==> src/rtl/capcmp_bank.sv <==
`timescale 1ns/1ps
module capcmp_bank #(
  parameter int N = 4,
  parameter int W = 16
) (
  input  logic                          clk,
  input  logic                          rst_n,
  input  logic [W-1:0]                  cnt_val,
  input  logic [N-1:0]                  cap_in,
  output logic [N-1:0]                  cmp_out,
  output logic [N-1:0]                  dcnt_start,
  input  logic                          bus_sel,
  input  logic                          bus_wr,
  input  logic                          bus_word,
  input  logic [$clog2(2*N+1)-1:0]      bus_addr,
  input  logic [W-1:0]                  bus_wdata,
  output logic [W-1:0]                  bus_rdata
);
  localparam int AW   = $clog2(2*N+1);
  localparam int CW   = 6;
  localparam int STAT = 2*N;

  logic [N-1:0][W-1:0]  gr_q;
  logic [N-1:0][CW-1:0] ctrl_q;
  logic [N-1:0]         flag_q;
  logic [N-1:0]         sync1, sync2, sync3;

  wire word_wr = bus_sel & bus_wr & bus_word;
  wire stat_wr = word_wr & (bus_addr == AW'(STAT));

  always_ff @(posedge clk or negedge rst_n) begin
    if (!rst_n) begin
      sync1 <= '0;
      sync2 <= '0;
      sync3 <= '0;
    end else begin
      sync1 <= cap_in;
      sync2 <= sync1;
      sync3 <= sync2;
    end
  end

  for (genvar i = 0; i < N; i++) begin : g_reg
    logic [W-1:0]  gr_r;
    logic [CW-1:0] ctrl_r;
    logic          flag_r, out_r, start_r;

    wire       cmp_mode = ctrl_r[0];
    wire [1:0] edge_sel = ctrl_r[2:1];
    wire [1:0] act      = ctrl_r[4:3];
    wire       link     = ctrl_r[5];
    wire       rise     = sync2[i] & ~sync3[i];
    wire       fall     = ~sync2[i] & sync3[i];
    wire       cap      = ~cmp_mode & ((edge_sel[0] & rise) | (edge_sel[1] & fall));
    wire       hit      = cmp_mode & (gr_r == cnt_val);

    always_ff @(posedge clk or negedge rst_n) begin
      if (!rst_n) begin
        gr_r    <= '1;
        ctrl_r  <= '0;
        flag_r  <= 1'b0;
        out_r   <= 1'b0;
        start_r <= 1'b0;
      end else begin
        if (cap)
          gr_r <= cnt_val;
        else if (word_wr && bus_addr == AW'(i))
          gr_r <= bus_wdata;

        if (word_wr && bus_addr == AW'(N + i))
          ctrl_r <= bus_wdata[CW-1:0];

        if (cap || hit)
          flag_r <= 1'b1;
        else if (stat_wr && !bus_wdata[i])
          flag_r <= 1'b0;

        if (hit) begin
          case (act)
            2'b01:   out_r <= 1'b0;
            2'b10:   out_r <= 1'b1;
            2'b11:   out_r <= ~out_r;
            default: out_r <= out_r;
          endcase
        end

        start_r <= hit & link;
      end
    end

    assign gr_q[i]       = gr_r;
    assign ctrl_q[i]     = ctrl_r;
    assign flag_q[i]     = flag_r;
    assign cmp_out[i]    = out_r;
    assign dcnt_start[i] = start_r;
  end

  always_comb begin
    bus_rdata = '0;
    if (bus_sel && !bus_wr && bus_word) begin
      for (int k = 0; k < N; k++) begin
        if (bus_addr == AW'(k))     bus_rdata = gr_q[k];
        if (bus_addr == AW'(N + k)) bus_rdata = {{(W-CW){1'b0}}, ctrl_q[k]};
      end
      if (bus_addr == AW'(STAT)) bus_rdata = {{(W-N){1'b0}}, flag_q};
    end
  end
endmodule

==> config.mk <==
export PLATFORM = sky130hd
export DESIGN_NAME = capcmp_bank
export DESIGN_NICKNAME = d
export VERILOG_FILES = /design/src/rtl/capcmp_bank.sv
export SDC_FILE = /design/constraint.sdc
export NUM_CORES = 1
export LEC_CHECK = 0
export ABC_AREA = 1
export ABC_CLOCK_PERIOD_IN_PS = 3650
export BUFFER_PORTS_ARGS = -buffer_cell sky130_fd_sc_hd__buf_2
export CAP_MARGIN = 5
export CORE_MARGIN = 2
export CORE_UTILIZATION = 49
export DETAILED_ROUTE_END_ITERATION = 16
export GPL_ROUTABILITY_DRIVEN = 0
export GPL_TIMING_DRIVEN = 1
export PLACE_DENSITY = 0.68
export REMOVE_ABC_BUFFERS = 1
export SLEW_MARGIN = 5
export SYNTH_ARGS = -nofsm -noshare
export SYNTH_HDL_FRONTEND = slang
export SYNTH_SLANG_ARGS = --single-unit
export TNS_END_PERCENT = 50
==> constraint.sdc <==
create_clock -name clk -period 3.65 [get_ports clk]
set_input_delay 0 -clock clk [delete_from_list [all_inputs] [get_ports clk]]
set_output_delay 0 -clock clk [all_outputs]
set_load 0.1 [all_outputs]
==> impl_summary.md, run 1 <==
Min path
The worst hold path begins at cnt_val[7]. The path class of the tightest hold or removal check is in -> reg. The count of cells along the worst hold path is 3. The terminating pin of the worst hold path is g_reg[2].gr_r[7].

GRT
Global routing used 31.2% of the available tracks. The number of antenna violations at the first check in global routing came to 0. For this run the aggregate overflow at the end of global routing stands at 0.

The via count of the first global-routing pass is 5900. Entering global routing, the biggest net connects 64 pins. The first global-routing pass estimated 33600 µm of wire.

Yosys
The commonest cells after synthesis are 188 x nand2_1, 103 x inv_1, 103 x nand3_1. Yosys mapped a number of flops with a built-in enable equal to 0. Ranked by total cell area, the synthesized netlist is headed by dfstp_2 26%, dfrtp_1 18%, nand2_1 11%, nand3_1 7.9%, o221ai_1 6.8%. The post-synthesis sequential area ratio is 44.2%. The post-synthesis instance total is 840. The netlist area before placement is 6520 µm². The synthesized netlist devotes 2.42% of its cell area to XOR and XNOR gates. After synthesis, the largest family of logic cells by area is simple AND/OR/NAND/NOR gates. The leading area contributor after synthesis is dfstp_2. Of the post-synthesis cell area, the part taken by muxes is 0%.

The synthesized netlist devotes 18.4% of its cell area to compound gates. The count of state elements after synthesis is 112. The count of cell types in the netlist is 33. After synthesis, the share of flip-flops with an asynchronous set or reset is 100%. The most used flip-flop cell after synthesis is dfstp_2.

The cell with the most instances after synthesis is nand2_1. After Yosys synthesis, full adders, half adders and majority gates account for 0% of the synthesized area. Dividing the synthesized area by the synthesized cell count gives 7.77 µm². Of the total synthesized cell area, the portion taken by AND, OR, NAND and NOR gates is 24.9%. The number of warning messages in the yosys log is 0. Of the post-synthesis cell area, the dominant cell type holds 25.8%.

Setup path
STA classifies the critical path endpoint as an output port. The largest individual stage delay along the critical path comes from the cell inv_1. Data arrives at the worst endpoint at 2.02 ns. STA puts the critical path data required time at 3.65 ns. The worst register-to-register path ends at g_reg[0].gr_r[0].

The setup slack on the worst flop-to-flop path is 1.67 ns. For this run, the slowest stage of the critical path takes 0.53 ns. The startpoint identified for the worst register-to-register timing path is g_reg[0].ctrl_r[2]. The worst setup path is of the in -> out kind. The most used cell along the critical path is nand2_1. The critical path goes through buf_2 -> nor2_2 -> nand2_1 -> inv_1 -> a21oi_1 -> nand2_1 -> nand2_1 -> a21oi_1 -> buf_2.

Of all nets on the critical path, the largest fanout is 15. STA classifies the critical path startpoint as an input port. The worst register-to-register path has a depth of 5.

Final layout
Once layout is complete, the utilization of the core stands at 56.4%. The antenna cell count is 0. The count of fill cells added during filler insertion is 1259. In the final layout, the share of cells above drive strength 1 is 19.8%.

For this run, the post-layout net count is 951. The non-filler instance count after layout is 1087. Relative to the synthesized area, the layout overhead comes to 13.5%.

Power
The clock share of power is 29.7%. The net switching power is 1170 µW. The switching share of power is 34.1%. The sequential cell fraction of total power is 49.1%. The share of total power dissipated in combinational logic is 21.2%.

In this run the static leakage power is 0.00330 µW. Internal power comes to 2250 µW. For this design the ratio of total power to cell area is 461 nW/µm². The worst ir drop on vdd is 0.212 mV.

Die
The height of the die is 119 µm. The placeable core region is 13100 µm². The die footprint is 14300 µm². Row generation in the floorplan step produced 42 rows.

In this run the horizontal extent of the chip is 119 µm. The number of ports placed on the die boundary is 69. The initial standard-cell utilization of the core is 49.7%.

Detailed routing
In the final routed layout, each cell accounts on average for 19.9 µm. The detail-routed via count per cell is 5.89. The routed design has 21600 µm of wire. The number of nets still failing antenna checks after routing is 0. After detailed routing, the number of remaining DRC violations is 0. The pre-antenna-repair detailed-routing pass consisted of 8 iterations. The DRC violation total after the first TritonRoute iteration is 800. For this block, the via count after detailed routing is 6404.

Clocking
The clock reaches the later pin of the worst-skew pair after 0.37 ns. Once the clock tree was built, the setup fixing pass inserted 0 buffers. The clock transition at the registers of the reported paths is 0.08 ns. The number of clock buffers added by TritonCTS is 9. Counting along the longest clock path gives a buffer depth of 2. The CTS H-tree depth is 3. The TritonCTS sink count is 112. TritonCTS built the clock tree. In this run the clock root is driven by a clkbuf_16.

Timing
Between clock sinks in the finished design, the worst skew comes to 0.0133 ns. Setup violations remaining at the end of the flow were counted as 0. The worst max-slew margin expressed relative to the limit is 43.9%. Setup repair after global routing left no endpoint under its margin. The setup TNS after final layout is 0 ns. For the pin with the worst max-slew slack, the measured transition is 0.841 ns. Timing would allow up to 495 MHz. The number of pins with negative max-slew slack in the final report is 0.

The count of final hold-check violations is 0. The worst path uses 55.3% of the clock period. The routed design could run at a clock period as short as 2.02 ns.

Place
The number of placed cells counting well taps is 1050. The HPWL after detailed placement is 15300 µm. The number of port buffers is 68.

Outcome
The flow ran to the end, and the final reports show no timing, DRC or antenna violations.

Flow run
The tool flagged a number of max-cap violations equal to 0.
[cell type report]
type	instances	area [µm²]	share of cell area [%]
clock buffers	9	225	3.04
clock inverters	7	67.6	0.912
inverters	115	433	5.84
multi-input cells	573	2980	40.2
flip-flops and latches	112	2880	38.9
well taps	176	220	2.97
repair buffers	95	598	8.07
[layer usage]
layer / vias to the layer above / GRT usage (%) / part of all wire, %
li1: 2982 / - / -
met3: 33 / 5.08 / 8.7
met5: - / 0 / 0
met1: 3036 / 46.2 / 45
met4: 0 / 11.7 / 2.2
met2: 353 / 45.9 / 44
[how the worst max path moves through the flow]
stage                 from  slack, ns  depth (start not counted)                end
2_1_floorplan  bus_addr[3]       1.30                          9       bus_rdata[2]
3_3_place_gp   bus_addr[3]       1.71                          7  g_reg[3].gr_r[13]
3_5_place_dp   bus_addr[3]       1.62                          7   g_reg[0].gr_r[0]
4_1_cts        bus_addr[3]       1.68                          9       bus_rdata[0]
5_1_grt        bus_addr[3]       1.44                         11       bus_rdata[4]
6_report       bus_addr[3]       1.63                          9       bus_rdata[0]
[sequential cells by signal, summed over array words and instances, names as in the netlist]
signal,count
g.gr_r,64
g.flag_r,4
sync1,4
g.start_r,4
g.out_r,4
g.ctrl_r,24
sync2,4
sync3,4
[worst max-delay path, delay by kind of cell]
kind | cells | cell delay (ns)
buffers and inverters | 3 | 1.11
AND/OR/NAND/NOR | 4 | 0.59
AO/OA/AOI/OAI | 2 | 0.32
[layout by cell type, fill, tap and decap left out, types with 32 or more instances in the layout]
cell type and count:
buf_2 67, inv_1 103, o221ai_1 51, dfrtp_1 48, a21oi_1 32, nand3_1 103
nand2_1 188, o21ai_0 68, dfstp_2 64, nor2_1 50
[stage by stage]
step	instance area [µm²]	power [µW]	hold slack [ns]	setup WS (ns)
detailed placement	6900	2380	0.110	1.62
finish	7410	3410	0.0494	1.63
CTS	7410	3400	0.0332	1.68
floorplan	6300	2090	-0.296	1.30
global route	7410	3570	0.0695	1.44
global placement	6900	2370	0.108	1.71
[cells by family after synthesis]
family | count (synthesis)
simple gates | 370
compound gates | 185
buf+inv | 155
flops | 112
xor+xnor | 18
[power by group through the flow]
stage                     logic (µW)  clock network (µW)  registers, µW
after floorplan                  464                   0           1630
after global placement           685                   0           1680
after detailed placement         692                   0           1690
after CTS                        711                1020           1670
after global routing             806                1070           1700
final                            723                1020           1680
[what timing repair did]
| item | CTS | global route |
|---|---|---|
| hold endpoints to repair | 97 | 0 |
| hold buffers | 21 | 0 |
| endpoints found under the setup margin | 0 | 0 |
| gates resized for setup | 0 | 0 |
No activity file was read; power rests on OpenSTA's default activity.
==> run 2: changes to the inputs <==
- ABC_CLOCK_PERIOD_IN_PS: 3650 -> 1700
- PLACE_DENSITY: 0.68 -> 0.71
- clock period: 3.65 -> 1.7 ns (I/O delays scaled with it)
==> run 2 against run 1 <==
The flow now finishes with violations (negative setup slack). Sequential share of layout area is 3.3 points lower. Non-clock buffer count is 36 higher. Via count is 4.7% higher. Register-to-register slack worse by 1.5 ns. Worst setup slack worse by 1.7 ns. Hold slack worse by 0.027 ns. Clock skew is 0.0025 ns lower. Global-route usage is 1.4 points higher. Clock power is 100% higher. First-iteration DRC count is 8.5% higher. Routed wire length is 3.7% higher. Largest power group unchanged. Highest routed layer unchanged.
==> impl_summary.md, run 2 (synthesized netlist as in run 1, its figures left out) <==
Timing
The setup TNS after final layout is -0.0301 ns (-0.0301 ns). The post-route worst hold slack is 0.0225 ns (-0.0269 ns). The number of pins with negative max-slew slack in the final report is 0 (unchanged). The final worst setup slack came to -0.0294 ns (-1.66 ns). Based on the critical path, the design can be clocked at up to 578 MHz. The worst max-slew margin expressed relative to the limit was 64.9% (+21 points).

The smallest clock period supported by the final layout is computed as 1.73 ns. The final clock skew is 0.0108 ns (-0.00252 ns). The count of final hold-check violations is 0 (unchanged).

Setup repair after global routing could not meet its margin everywhere. The final critical path takes up 102% of the cycle. The worst-margin pin slew is 0.526 ns (-0.315 ns). The number of setup violations in the final report is 2 (+2).

Die
The die footprint came to 14300 µm² (unchanged). The initial standard-cell utilization of the core came to 49.7% (unchanged). The number of ports placed on the die boundary is 69 (unchanged).

The site row count is 42 (unchanged). The placeable core region came to 13100 µm² (unchanged). The horizontal die dimension is 119 µm (unchanged). The height of the die is 119 µm (unchanged).

Final layout
In the final layout, the registers with the most flip-flops are g.gr_r x64, g.ctrl_r x24. The number of flip-flops in the largest register came to 64 (unchanged). The layout overhead on the synthesized area is 23.9%. The final-stage net count came to 987 (+3.8%).

The proportion of layout cells with a drive suffix above 1 is 25.3% (+5.6 points). The library cell used most frequently in the layout, excluding fill and tap cells, is nand2_1. The post-layout utilization of the core is 61.5% (+5.1 points). The antenna cell count is 0 (unchanged). The count of fill cells added during filler insertion was 1203 (-4.4%). The area taken by multi-input logic gates is 3060 µm² (+2.6%). The most flop-heavy register is g.gr_r. The top cell types in the final layout, fill and taps aside, are 184 x nand2_1, 103 x nand3_1, 99 x inv_1, 68 x o21ai_0, 64 x dfstp_2. The non-filler instance count after layout is 1123 (+3.3%). The register area was 2880 µm² (unchanged).

Setup path
The data arrival time of the critical path is 1.73 ns (-0.29 ns). The worst stage delay on the critical path is 0.58 ns (+0.05 ns). The startpoint type of the worst setup path is a register.

The critical setup path kind is reg -> out. The data required time of the critical path is 1.70 ns (-1.95 ns). In this design, the critical path's most frequently occurring cell is nand2_2. The maximum fanout along the worst path came to 3 (-12).

The largest individual stage delay along the critical path comes from the cell dfstp_2. The kind of capture point of the worst setup path is an output port. Walking the worst path, the cells encountered are o211ai_1 -> nand3_1 -> nand2_1 -> nand2_2 -> nand2_2 -> a21oi_2 -> buf_12.

GRT
The fraction of met2 tracks used by global routing is 50.2% (+4.3 points). The wire length of the first global-routing pass is 35100 µm (+4.4%). The via count of the first global-routing pass is 6350 (+7.6%).

The maximum number of pins on one net before global-route repair came to 38 (-41%). The global-route met3 utilization is 7.76% (+2.7 points). The remaining global-route overflow is 0 (unchanged). The number of antenna violations at the first check in global routing is 0 (unchanged).

The global routing's busiest layer is met2. The met1 usage in global routing is 44.8% (-1.4 points). The overall fraction of global-route tracks in use is 32.6% (+1.4 points).

Clocking
The clock latency reported for the late side of the worst-skew pair is 0.37 ns (about the same). The clock transition at the registers of the reported paths was 0.07 ns (about the same). The total CTS buffers came to 9 (unchanged).

TritonCTS built the clock tree. The TritonCTS sink count is 112 (unchanged). The tree is rooted in a clkbuf_16. The maximum root-to-sink buffer count is 2 (unchanged). The CTS H-tree depth came to 3 (unchanged).

Detailed routing
The average routed wire per standard cell came to 20.0 µm (+0.41%). The number of optimization iterations in the first detailed-route pass is 7 (-1). The detailed-route DRC error count is 0 (unchanged). The via count of the routed design came to 6702 (+4.7%). The DRC violation total after the first TritonRoute iteration came to 868 (+8.5%). The detail-routed via count per cell is 5.97 (+1.3%). The number of nets still failing antenna checks after routing came to 0 (unchanged). The total wire length after detailed routing came to 22400 µm (+3.7%).

Power
The leakage power is 0.00354 µW (+7.2%). The power per cell area is 914 nW/µm² (+98%). The worst ir drop on vdd is 0.903 mV (+330%).

Outcome
The flow ran to the end, but the final reports show violations. The checks that failed: negative setup slack.

Place
The number of placed cells counting well taps is 1084 (+3.2%). The post-detailed-placement half-perimeter wirelength is 16500 µm (+7.9%). The number of port buffers is 68 (unchanged).

Flow run
The reported max-cap violation count came to 0 (unchanged).

Min path
In this run the worst hold path is classified as in -> reg.
-- run 2: power breakdown --
| group | internal, µW | total, µW | leakage [µW] | switching, µW |
|---|---|---|---|---|
| logic | 639 | 1710 | 0.00213 | 1070 |
| clock network | 1040 | 2080 | 0.000136 | 1040 |
| registers | 3250 | 3600 | 0.00128 | 350 |
-- run 2: repair_timing --
action,4_1_cts,5_1_grt
hold endpoints to repair,98,0
gates resized for setup,4,21
buffers inserted,0,2
pin swaps,0,7
endpoints found under the setup margin,3,19
hold buffers,21,0
-- run 2: cell type report --
| class | instances | area share (%) |
|---|---|---|
| multi-input cells | 573 | 37.8 |
| flip-flops and latches | 112 | 35.7 |
| repair buffers | 131 | 15.0 |
| inverters | 115 | 5.36 |
| clock buffers | 10 | 2.96 |
| well taps | 176 | 2.72 |
| clock inverters | 6 | 0.526 |
-- run 2: worst paths after layout --
check                                  startpoint                 to  slack [ns]  cells after the start
worst max-delay path             g_reg[1].gr_r[3]       bus_rdata[3]       -0.03                      7
worst min-delay path                  cnt_val[11]  g_reg[1].gr_r[11]        0.02                      3
worst max register to register  g_reg[3].gr_r[13]     g_reg[3].out_r        0.13                     10
worst min register to register           sync1[2]           sync2[2]        0.35                      0
max in group asynchronous                   rst_n   g_reg[1].gr_r[6]        0.90                      3
min in group asynchronous                   rst_n  g_reg[0].gr_r[15]        0.49                      2
-- run 2: worst max-delay path, delay by kind of cell (launching register included) --
kind | cells | cell delay (ns)
and+or+nand+nor | 4 | 0.28
DFF | 1 | 0.58
AOI/OAI and AO/OA | 2 | 0.31
buffers and inverters | 1 | 0.19
-- run 2: through the flow --
step | setup WS, ns | total power, µW | cell area (µm²)
CTS | -0.0272 | 7320 | 8010
detailed placement | 0.0978 | 5230 | 7500
global placement | 0.162 | 5190 | 7500
global route | -0.0911 | 7710 | 8080
floorplan | -0.648 | 4490 | 6300
finish | -0.0294 | 7390 | 8080
-- run 2: per-layer routing --
metal / vias to the layer above / share of wire, %
met3: 86 / 11
met1: 3158 / 40
met5: - / 0
met2: 410 / 45
li1: 3048 / -
met4: 0 / 3.8
